`src/rtl/sw_slot_pkg.sv`:
```
package sw_slot_pkg;

   typedef enum logic [2:0] {
      ST_IDLE,
      ST_SLOT,
      ST_RSTLO,
      ST_PDWAIT,
      ST_PDDRV
   } slot_st_e;

   function automatic int unsigned max4(input int unsigned a, input int unsigned b,
                                        input int unsigned c, input int unsigned d);
      int unsigned m;
      m = a;
      if (b > m) m = b;
      if (c > m) m = c;
      if (d > m) m = d;
      return m;
   endfunction

endpackage

```
`src/rtl/sw_slot_timer.sv`:
```
module sw_slot_timer #(
   parameter int unsigned CW = 10
) (
   input  logic          clk,
   input  logic          rst_n,
   input  logic          load_i,
   input  logic          run_i,
   output logic [CW-1:0] cnt_o
);

   always_ff @(posedge clk or negedge rst_n) begin
      if (!rst_n) begin
         cnt_o <= '0;
      end else if (load_i) begin
         cnt_o <= CW'(1);
      end else if (run_i) begin
         cnt_o <= cnt_o + CW'(1);
      end else begin
         cnt_o <= '0;
      end
   end

endmodule

```
`src/rtl/sw_slot_fsm.sv`:
```
module sw_slot_fsm
   import sw_slot_pkg::*;
#(
   parameter int unsigned CW     = 10,
   parameter int unsigned T_SMP  = 60,
   parameter int unsigned T_HOLD = 80,
   parameter int unsigned T_RST  = 800,
   parameter int unsigned T_PDW  = 40,
   parameter int unsigned T_PDL  = 160
) (
   input  logic          clk,
   input  logic          rst_n,
   input  logic          line_i,
   input  logic          tx_mode_i,
   input  logic          tx_bit_i,
   input  logic [CW-1:0] cnt_i,
   output logic          load_o,
   output logic          run_o,
   output logic          pd_en_o,
   output logic          bus_rst_o,
   output logic          bit_vld_o,
   output logic          bit_o,
   output logic          tx_req_o
);

   slot_st_e st;
   logic     smp_q;
   logic     is_rd_q;

   logic at_smp, at_hold, past_hold, at_rst, at_pdw, at_pdl;

   assign at_smp    = (cnt_i == CW'(T_SMP));
   assign at_hold   = (cnt_i == CW'(T_HOLD));
   assign past_hold = (cnt_i >= CW'(T_HOLD));
   assign at_rst    = (cnt_i == CW'(T_RST));
   assign at_pdw    = (cnt_i == CW'(T_PDW));
   assign at_pdl    = (cnt_i == CW'(T_PDL));

   always_comb begin
      load_o = 1'b0;
      run_o  = 1'b0;
      unique case (st)
         ST_IDLE:   load_o = !line_i;
         ST_SLOT:   run_o  = 1'b1;
         ST_RSTLO:  load_o = line_i;
         ST_PDWAIT: begin
            load_o = at_pdw;
            run_o  = 1'b1;
         end
         ST_PDDRV:  run_o  = 1'b1;
         default:   run_o  = 1'b0;
      endcase
   end

   always_ff @(posedge clk or negedge rst_n) begin
      if (!rst_n) begin
         st        <= ST_IDLE;
         smp_q     <= 1'b0;
         is_rd_q   <= 1'b0;
         pd_en_o   <= 1'b0;
         bus_rst_o <= 1'b0;
         bit_vld_o <= 1'b0;
         bit_o     <= 1'b0;
         tx_req_o  <= 1'b0;
      end else begin
         bus_rst_o <= 1'b0;
         bit_vld_o <= 1'b0;
         tx_req_o  <= 1'b0;
         unique case (st)
            ST_IDLE: begin
               if (!line_i) begin
                  st      <= ST_SLOT;
                  is_rd_q <= tx_mode_i;
                  if (tx_mode_i) begin
                     tx_req_o <= 1'b1;
                     pd_en_o  <= !tx_bit_i;
                  end
               end
            end
            ST_SLOT: begin
               if (at_smp) smp_q <= line_i;
               if (at_hold) pd_en_o <= 1'b0;
               if (past_hold && line_i) begin
                  st <= ST_IDLE;
                  if (!is_rd_q) begin
                     bit_vld_o <= 1'b1;
                     bit_o     <= smp_q;
                  end
               end else if (at_rst) begin
                  st        <= ST_RSTLO;
                  bus_rst_o <= 1'b1;
                  pd_en_o   <= 1'b0;
               end
            end
            ST_RSTLO: begin
               if (line_i) st <= ST_PDWAIT;
            end
            ST_PDWAIT: begin
               if (at_pdw) begin
                  st      <= ST_PDDRV;
                  pd_en_o <= 1'b1;
               end
            end
            ST_PDDRV: begin
               if (at_pdl) begin
                  st      <= ST_IDLE;
                  pd_en_o <= 1'b0;
               end
            end
            default: st <= ST_IDLE;
         endcase
      end
   end

endmodule

```
`src/rtl/sw_slot_bytes.sv`:
```
module sw_slot_bytes #(
   parameter int unsigned BYTE_W = 8
) (
   input  logic              clk,
   input  logic              rst_n,
   input  logic              clr_i,
   input  logic              bit_vld_i,
   input  logic              bit_i,
   output logic              byte_vld_o,
   output logic [BYTE_W-1:0] byte_o
);

   localparam int unsigned NW = $clog2(BYTE_W);

   logic [BYTE_W-1:0] sh_q;
   logic [NW-1:0]     n_q;
   logic [BYTE_W-1:0] sh_nxt;

   assign sh_nxt = {bit_i, sh_q[BYTE_W-1:1]};

   always_ff @(posedge clk or negedge rst_n) begin
      if (!rst_n) begin
         sh_q       <= '0;
         n_q        <= '0;
         byte_vld_o <= 1'b0;
         byte_o     <= '0;
      end else begin
         byte_vld_o <= 1'b0;
         if (clr_i) begin
            n_q  <= '0;
            sh_q <= '0;
         end else if (bit_vld_i) begin
            sh_q <= sh_nxt;
            if (n_q == NW'(BYTE_W - 1)) begin
               n_q        <= '0;
               byte_vld_o <= 1'b1;
               byte_o     <= sh_nxt;
            end else begin
               n_q <= n_q + NW'(1);
            end
         end
      end
   end

endmodule

```
`src/rtl/sw_slot_slave.sv`:
```
module sw_slot_slave
   import sw_slot_pkg::*;
#(
   parameter int unsigned CYC_PER_US = 20,
   parameter int unsigned SAMPLE_US  = 3,
   parameter int unsigned RD_HOLD_US = 4,
   parameter int unsigned RST_US     = 40,
   parameter int unsigned PD_WAIT_US = 2,
   parameter int unsigned PD_LEN_US  = 8,
   parameter int unsigned BYTE_W     = 8
) (
   input  logic              clk,
   input  logic              rst_n,
   input  logic              line_i,
   input  logic              tx_mode_i,
   input  logic              tx_bit_i,
   output logic              pd_en_o,
   output logic              bus_rst_o,
   output logic              rx_bit_vld_o,
   output logic              rx_bit_o,
   output logic              rx_byte_vld_o,
   output logic [BYTE_W-1:0] rx_byte_o,
   output logic              tx_req_o
);

   localparam int unsigned T_SMP  = SAMPLE_US  * CYC_PER_US;
   localparam int unsigned T_HOLD = RD_HOLD_US * CYC_PER_US;
   localparam int unsigned T_RST  = RST_US     * CYC_PER_US;
   localparam int unsigned T_PDW  = PD_WAIT_US * CYC_PER_US;
   localparam int unsigned T_PDL  = PD_LEN_US  * CYC_PER_US;
   localparam int unsigned T_MAX  = max4(T_HOLD, T_RST, T_PDW, T_PDL);
   localparam int unsigned CW     = $clog2(T_MAX + 2);

   if (CYC_PER_US < 2) begin : g_bad_clk
      $error("CYC_PER_US must be at least 2");
   end
   if (SAMPLE_US < 2 || SAMPLE_US >= 6) begin : g_bad_smp
      $error("SAMPLE_US must fall between the write-one and write-zero windows");
   end
   if (RD_HOLD_US <= SAMPLE_US || RD_HOLD_US > 6) begin : g_bad_hold
      $error("RD_HOLD_US must exceed SAMPLE_US and end before the earliest write-zero release");
   end
   if (RST_US <= 16 || RST_US > 48) begin : g_bad_rst
      $error("RST_US must exceed the longest write-zero and not exceed the shortest reset");
   end
   if (PD_WAIT_US > 7 || PD_WAIT_US + PD_LEN_US < 10) begin : g_bad_pd
      $error("presence pulse must cover the master sample window");
   end
   if (BYTE_W < 2) begin : g_bad_w
      $error("BYTE_W must be at least 2");
   end

   logic          tm_load, tm_run;
   logic [CW-1:0] tm_cnt;

   sw_slot_timer #(.CW(CW)) u_timer (
      .clk    (clk),
      .rst_n  (rst_n),
      .load_i (tm_load),
      .run_i  (tm_run),
      .cnt_o  (tm_cnt)
   );

   sw_slot_fsm #(
      .CW     (CW),
      .T_SMP  (T_SMP),
      .T_HOLD (T_HOLD),
      .T_RST  (T_RST),
      .T_PDW  (T_PDW),
      .T_PDL  (T_PDL)
   ) u_fsm (
      .clk       (clk),
      .rst_n     (rst_n),
      .line_i    (line_i),
      .tx_mode_i (tx_mode_i),
      .tx_bit_i  (tx_bit_i),
      .cnt_i     (tm_cnt),
      .load_o    (tm_load),
      .run_o     (tm_run),
      .pd_en_o   (pd_en_o),
      .bus_rst_o (bus_rst_o),
      .bit_vld_o (rx_bit_vld_o),
      .bit_o     (rx_bit_o),
      .tx_req_o  (tx_req_o)
   );

   sw_slot_bytes #(.BYTE_W(BYTE_W)) u_bytes (
      .clk        (clk),
      .rst_n      (rst_n),
      .clr_i      (bus_rst_o),
      .bit_vld_i  (rx_bit_vld_o),
      .bit_i      (rx_bit_o),
      .byte_vld_o (rx_byte_vld_o),
      .byte_o     (rx_byte_o)
   );

endmodule

```
`config.mk`:
```
export PLATFORM = sky130hd
export DESIGN_NAME = sw_slot_slave
export DESIGN_NICKNAME = d
export VERILOG_FILES = /design/src/rtl/sw_slot_pkg.sv /design/src/rtl/sw_slot_timer.sv /design/src/rtl/sw_slot_fsm.sv /design/src/rtl/sw_slot_bytes.sv /design/src/rtl/sw_slot_slave.sv
export SDC_FILE = /design/constraint.sdc
export NUM_CORES = 1
export LEC_CHECK = 0
export BUFFER_PORTS_ARGS = -buffer_cell sky130_fd_sc_hd__clkbuf_2
export CAP_MARGIN = 0
export CORE_ASPECT_RATIO = 0.9
export CORE_MARGIN = 4
export CORE_UTILIZATION = 60
export CTS_BUF_LIST = sky130_fd_sc_hd__clkbuf_2
export CTS_CLUSTER_SIZE = 8
export DETAILED_ROUTE_END_ITERATION = 12
export GPL_ROUTABILITY_DRIVEN = 0
export PLACE_DENSITY = 0.85
export SLEW_MARGIN = 20
export SYNTH_ARGS = -nofsm -noshare
export SYNTH_HDL_FRONTEND = slang
export SYNTH_SLANG_ARGS = --single-unit
```
`constraint.sdc`:
```
create_clock -name clk -period 2.79 [get_ports clk]
set_input_delay 0.279 -clock clk [delete_from_list [all_inputs] [get_ports clk]]
set_output_delay 0.279 -clock clk [all_outputs]
set_load 0.02 [all_outputs]
```
==> reports/qor.csv, run 1 <==
stage,metric,value,unit
die,area of the die,0.004112,sq mm
sta,Final Cycle Share,74.76,%
cts,CTS tree,done,
layout,layout cells sized above 1,16.18,%
critical_path,r2r setup slk,0.70,ns
cts,post-CTS setup buffer count,0,
synth,post-synthesis sequential area ratio,51.66,%
critical_path,crit-path cells,inv_1 -> ha_1 -> or3b_1 -> o31a_1 -> or2_0 -> o32a_1,
outcome,status,"complete, but fails checks",
cts,total CTS buffers,5,
sta,max-slew violation count,0,
routing,WL/cell,14.39,um
synth,Post-synth EDFFs,0,
cts,cts repair resizes,0,
routing,routed vias/inst,5.667,
synth,Synth area leaders,"dfrtp_1 52%, mux2i_1 5.8%, nand2_1 5.6%, nor2_1 4.8%, ha_1 2.6%",
power,Clock power frac,27.0,%
critical_path,"delay-heaviest family, CP",compound AO/OA/AOI/OAI gates,
cts,"CTS clk-pin slew, worst paths",0.20,ns
power,Power Total,1239,uW
routing,Starting DRT DRC Count,133,
layout,Ant. Diodes,0,
power,cell area power density,605.1,mW/mm^2
cts,clock tree sinks,39,
power,Internal,864.9,uW
die,Die X-Extent,67.15,um
power,Sw Pwr,373.7,uW
critical_path,cells on worst reg2reg path,6,
die,IO Count,19,
sta,Final Setup Violations,0,
place,DP Area,0.001983,sq mm
global_route,largest net degree at the start of global routing,40,
power,register share of total power,54.3,%
sta,f_max,479.4,MHz
layout,Fillers,254,
synth,Post-Synthesis Cells,187,
power,switching share of power,30.17,%
critical_path,crit-path max FO,4,
synth,yosys warns,0,
synth,Mean Syn Cell Area,10.10,sq um
sta,RSZ-0062 raised after global routing,no,
sta,WHS,-0.02079,ns
critical_path,reg2reg start,u_timer.cnt_o[0],
place,Buffers on Ports,18,
cts,# hold bufs at CTS,0,
synth,count of cell types in the netlist,43,
sta,Slew @ Worst Pin,0.9383,ns
critical_path,R2R Path End,u_fsm.pd_en_o,
routing,DRC,0,
synth,cell taking the most area after synthesis,dfrtp_1,
routing,Antenna Nets Post-Route,0,
synth,Synthesized Nets,196,
routing,vias after detailed routing,1394,
cts,clock root cell,clkbuf_2,
synth,synthesized cell area,0.001889,sq mm
place,post-place setup slack,0.7474,ns
sta,Final TNS setup,0,ns
critical_path,Critical Path Max Stage Delay,0.45,ns
global_route,GR Overflow Total,0,
critical_path,Critical path buffers and inverters,1,
synth,ys flop type,dfrtp_1,
layout,Syn-to-layout area delta,8.344,%
sta,crit path time final,2.086,ns
sta,Worst slew margin,37.45,%
power,Static Leakage,0.0009936,uW
job,number of max-cap violations,0,
outcome,failing checks,hold timing,
cts,number of H-tree levels,2,
sta,Setup Skew,0.01060,ns
die,Initial Util,62.09,%
power,Max IR drop VDD,533.6,uV
global_route,initial antenna violation count,0,
cts,Worst-Skew Late Latency,0.40,ns
synth,synth cell count leaders,"39 x dfrtp_1, 28 x nand2_1, 24 x nor2_1, 11 x mux2i_1",
routing,Routed WL,3540,um
synth,async set-reset flop share out of synthesis,100.0,%
routing,drt pass-1 iters,4,
sta,post-route setup slack,0.7041,ns
synth,Yosys top cell area share,51.66,%
critical_path,WS Path Type,register to register,
worst_hold_path,Hold/Removal Path Class,input port to asynchronous set/reset pin,
power,Logic pwr share,18.7,%
critical_path,critical path launch point type,register,
sta,Fin. Hold Viols,39,
synth,Synth Register Bits,39,
synth,most common cell in the netlist,dfrtp_1,
global_route,first-pass GRT wire length,5989,um
critical_path,Crit. End Element,register,
critical_path,Critical Path Slowest Stage Cell,dfrtp_1,
critical_path,worst path arrival time,2.39,ns
global_route,GRT Total Usage,19.91,%
die,# rows,19,
die,Die Ht,61.24,um
place,dpl hpwl,2473,um
layout,final instance area,0.002047,sq mm
die,core outline area,0.003043,sq mm
layout,fin nets,212,
critical_path,Worst Path Required,3.09,ns
cts,clk buf depth,2,
global_route,vias in the first global route,1343,
cell type report:
type | instances | area [sq um] | share of cell area, %
Clock buffer | 5 | 25.02 | 1.222
Clock inverter | 3 | 38.79 | 1.895
Inverter | 5 | 18.77 | 0.9169
Multi-Input combinational cell | 134 | 845.8 | 41.32
Sequential cell | 39 | 975.9 | 47.68
Tap cell | 42 | 52.55 | 2.567
Timing Repair Buffer | 18 | 90.09 | 4.401
logic make-up (layout without fill, tap and decap cells):
| group | after synthesis | count (layout) | share of synthesized area [%] |
|---|---|---|---|
| buffers and inverters | 14 | 31 | 3.575 |
| adder cells (fa/ha/maj) | 4 | 4 | 2.649 |
| XOR/XNOR | 10 | 10 | 4.636 |
| AND/OR/NAND/NOR | 87 | 87 | 22.98 |
| AO/OA/AOI/OAI | 19 | 19 | 6.888 |
| flip-flops | 39 | 39 | 51.66 |
| multiplexers | 14 | 14 | 7.616 |
through the flow:
| stage | util (%) | instances |
|---|---|---|
| floorplan | - | 187 |
| global placement | 65.17 | 238 |
| detailed placement | 65.17 | 238 |
| CTS | 67.27 | 246 |
| global route | 67.27 | 246 |
| finish | 67.27 | 246 |
registers in the layout, summed over array words and instances, names as in the netlist:
signal,cells
u_fsm.st,3
u_fsm.bus_rst_o,1
u_bytes.n_q,3
u_bytes.byte_o,8
u_fsm.is_rd_q,1
u_bytes.sh_q,7
u_fsm.pd_en_o,1
u_fsm.smp_q,1
u_timer.cnt_o,10
u_fsm.tx_req_o,1
u_fsm.bit_o,1
u_fsm.bit_vld_o,1
u_bytes.byte_vld_o,1
cells in the final DEF (no fill, tap or decap), types with 4 or more instances in the layout:
master / n
a21oi_1: 4
clkbuf_2: 23
dfrtp_1: 39
ha_1: 4
inv_1: 4
mux2i_1: 11
nand2_1: 28
nand3b_1: 4
nand4_1: 4
nor2_1: 24
nor2b_1: 5
xnor2_1: 5
xor2_1: 5
worst register-to-register path, stage by stage (launching register included):
cell and delay [ns]:
dfrtp_1 0.45, inv_1 0.10, ha_1 0.16, or3b_1 0.38
o31a_1 0.33, or2_0 0.23, o32a_1 0.35
power groups by stage:
stage	registers [uW]	logic, uW	clock network, uW
global route	683	262	361
floorplan	666	189	0
finish	673	232	334
global placement	679	230	0
detailed placement	684	232	0
CTS	672	235	339
metal layers:
layer	track usage [%]	share of wire, %	wire [um]
met2	35.57	51	1796
met5	0	0	0
met4	7.225	0.54	19
met1	22.63	42	1475
met3	6.204	7.0	248
worst max path at each step:
stage / start / end / slack (ns) / depth (start not counted)
floorplan: u_timer.cnt_o[0] / u_fsm.pd_en_o / 0.83 / 6
global placement: u_timer.cnt_o[0] / u_fsm.pd_en_o / 0.79 / 6
detailed placement: u_timer.cnt_o[0] / u_fsm.pd_en_o / 0.75 / 6
CTS: u_timer.cnt_o[0] / u_fsm.pd_en_o / 0.71 / 6
global route: u_timer.cnt_o[0] / u_fsm.pd_en_o / 0.59 / 6
finish: u_timer.cnt_o[0] / u_fsm.pd_en_o / 0.70 / 6
No activity file was read; power rests on OpenSTA's default activity.
==> run 2, diff against run 1 <==
ABC_AREA = 1   (was unset)
clock period = 2 ns   (was 2.79 ns; I/O delays follow)
==> run 2 against run 1 <==
Against the previous run: the flow now finishes without violations; via count grew 3.6%; global-route usage fell by 1.5 points; clock skew fell by 0.0018 ns; final cell count rose by 17%; routed wire length decreased by 10%; critical path depth rose by 5; sequential power up 38%; non-clock buffer count is 4 higher; synthesized cell count rose by 17%; critical path type unchanged; largest power group unchanged.
==> reports/qor.csv, run 2 <==
stage,metric,value,unit
cts,cts repair resizes,0,
layout,Syn-to-layout area delta,10.33,%
synth,Synth Area in XOR/XNOR,2.747,%
synth,async set-reset flop share out of synthesis,100.0,%
sta,Final Setup Violations,0,
worst_hold_path,Hold/Removal Path Class,input port to register,
critical_path,critical path launch point type,register,
routing,drt pass-1 iters,5,
critical_path,cells on worst reg2reg path,11,
die,core outline area,0.003067,sq mm
synth,Synth Area in Compound Gates,8.306,%
global_route,first-pass GRT wire length,5664,um
routing,Antenna Nets Post-Route,0,
sta,Setup Skew,0.008753,ns
place,Buffers on Ports,18,
global_route,GR Overflow Total,0,
synth,Synth Register Bits,39,
global_route,largest net degree at the start of global routing,23,
routing,Starting DRT DRC Count,73,
worst_hold_path,hold_sp,tx_mode_i,
critical_path,worst path arrival time,1.88,ns
sta,WHS,0.01543,ns
synth,count of cell types in the netlist,28,
sta,Fin. Hold Viols,0,
layout,Ant. Diodes,0,
outcome,status,"complete, no violations",
sta,Final Cycle Share,78.43,%
layout,most frequent cells in the layout,"40 x nand2_1, 39 x dfrtp_1, 24 x nor2_1, 24 x inv_1, 24 x clkbuf_2",
sta,crit path time final,1.569,ns
synth,Synth area leaders,"dfrtp_1 51%, nand2_1 7.8%, inv_1 4.7%, nor2_1 4.7%, o21ai_0 4.2%",
sta,RSZ-0062 raised after global routing,no,
sta,f_max,637.5,MHz
synth,yosys warns,0,
synth,Yosys top cell area share,51.01,%
die,IO Count,19,
synth,synth cell count leaders,"40 x nand2_1, 39 x dfrtp_1, 24 x inv_1, 24 x nor2_1, 16 x o21ai_0",
synth,Adder-Cell Fraction of Synth Area,2.616,%
layout,Multi-input gate area,793.3,sq um
synth,largest family of logic cells by synthesized area,simple AND/OR/NAND/NOR gates,
global_route,vias in the first global route,1331,
sta,Final TNS setup,0,ns
layout,Fillers,241,
critical_path,crit-path max FO,4,
critical_path,r2r setup slk,0.43,ns
layout,max reg flops,10,
die,area of the die,0.004157,sq mm
power,cell area power density,885.1,mW/mm^2
critical_path,reg2reg start,u_timer.cnt_o[0],
cts,clock root cell,clkbuf_2,
synth,Mean Syn Cell Area,8.776,sq um
cts,CTS tree,done,
critical_path,R2R Path End,u_fsm.st[0],
synth,Simple-Gate Fraction of Synth Area,27.80,%
layout,"most common cell after layout, fill and taps aside",nand2_1,
sta,Worst slew margin,65.30,%
synth,ys flop type,dfrtp_1,
place,dpl hpwl,2471,um
synth,post-synthesis mux area share,0,%
cts,number of H-tree levels,2,
synth,most common cell in the netlist,nand2_1,
synth,Post-Synthesis Cells,218,
worst_hold_path,Hold Path Sink,u_fsm.tx_req_o,
die,Die X-Extent,67.52,um
routing,routed vias/inst,5.031,
synth,Post-synth EDFFs,0,
layout,layout cells sized above 1,24.08,%
synth,Synthesized Nets,227,
cts,clock tree sinks,39,
sta,Slew @ Worst Pin,0.5205,ns
critical_path,WS Path Type,register to register,
cts,Worst-Skew Late Latency,0.39,ns
power,Static Leakage,0.001028,uW
die,# rows,19,
critical_path,Crit. End Element,register,
cts,"CTS clk-pin slew, worst paths",0.19,ns
job,number of max-cap violations,0,
power,Max IR drop VDD,658.6,uV
layout,largest register by flop count,u_timer.cnt_o,
global_route,GRT Total Usage,18.45,%
layout,fin nets,253,
routing,vias after detailed routing,1444,
routing,WL/cell,11.09,um
worst_hold_path,hold depth,3,
routing,Routed WL,3182,um
routing,DRC,0,
layout,storage element area,975.9,sq um
critical_path,Worst Path Required,2.31,ns
die,Initial Util,62.38,%
synth,cell taking the most area after synthesis,dfrtp_1,
die,Die Ht,61.57,um
synth,synthesized cell area,0.001913,sq mm
layout,biggest regs,"u_timer.cnt_o (10), u_bytes.byte_o (8), u_bytes.sh_q (7)",
synth,post-synthesis sequential area ratio,51.01,%
global_route,initial antenna violation count,0,
sta,max-slew violation count,0,
cts,total CTS buffers,5,
cts,clk buf depth,2,
[run 2: critical path, cell delays in order, from the launching register on]
cell     delay, ns
dfrtp_1       0.46
inv_1         0.10
ha_1          0.21
nand2_1       0.07
nor2_1        0.12
nand3_1       0.11
nand2_2       0.09
nand2_2       0.08
nor2_4        0.09
nand3_1       0.07
nand2_1       0.06
nand2_1       0.04
[run 2: metrics by stage]
stage          cells  setup WS, ns  util (%)  power, uW  area, sq um
2_1_floorplan    218        0.5780         -       1417         1913
3_3_place_gp     278        0.5199     67.12       1530         2058
3_5_place_dp     278        0.4359     67.12       1542         2058
4_1_cts          287        0.4204     68.83       1883         2111
5_1_grt          287        0.2309     68.83       2005         2111
6_report         287        0.4314     68.83       1868         2111
[run 2: per-layer routing]
layer	global-route usage, %	vias to the layer above	part of all wire, %
met5	0	-	0
li1	-	752	-
met1	23.54	658	48
met2	29.26	28	46
met3	6.022	6	4.8
met4	7.225	0	1.1
[run 2: layout make-up]
| class | instances | share of cell area (%) |
|---|---|---|
| inverter | 33 | 5.868 |
| tap | 42 | 2.490 |
| sequential | 39 | 46.24 |
| clock inverter | 2 | 0.5928 |
| clock buffer | 6 | 1.423 |
| timing repair buffer | 22 | 5.809 |
| multi-input combinational | 143 | 37.58 |
[run 2: repair_timing]
item,in CTS,in global routing
hold endpoints to repair,20,0
setup buffers,0,0
hold buffers,1,0
[run 2: cells by family (layout without fill, tap and decap cells)]
logic type / count (synthesis) / in the layout
and+or+nand+nor: 104 / 104
DFF: 39 / 39
buffers and inverters: 36 / 63
AOI/OAI and AO/OA: 29 / 29
xor gates and xnor gates: 6 / 6
adders and majority gates: 4 / 4
[run 2: worst max-delay path by stage]
stage                           startpoint     endpoint  slack [ns]  cells past startpoint
after floorplan           u_timer.cnt_o[0]  u_fsm.st[0]        0.58                     11
after global placement    u_timer.cnt_o[0]  u_fsm.st[0]        0.52                     11
after detailed placement  u_timer.cnt_o[0]  u_fsm.st[0]        0.44                     11
after CTS                 u_timer.cnt_o[0]  u_fsm.st[0]        0.42                     11
after global routing      u_timer.cnt_o[0]  u_fsm.st[0]        0.23                     11
final                     u_timer.cnt_o[0]  u_fsm.st[0]        0.43                     11
[run 2: power by group]
part | total, uW | internal [uW] | switching [uW] | leakage (uW)
Combinational | 598 | 206 | 392 | 0.000471
Sequential | 928 | 854 | 73.6 | 0.000528
Clock | 342 | 89.1 | 253 | 0.0000290
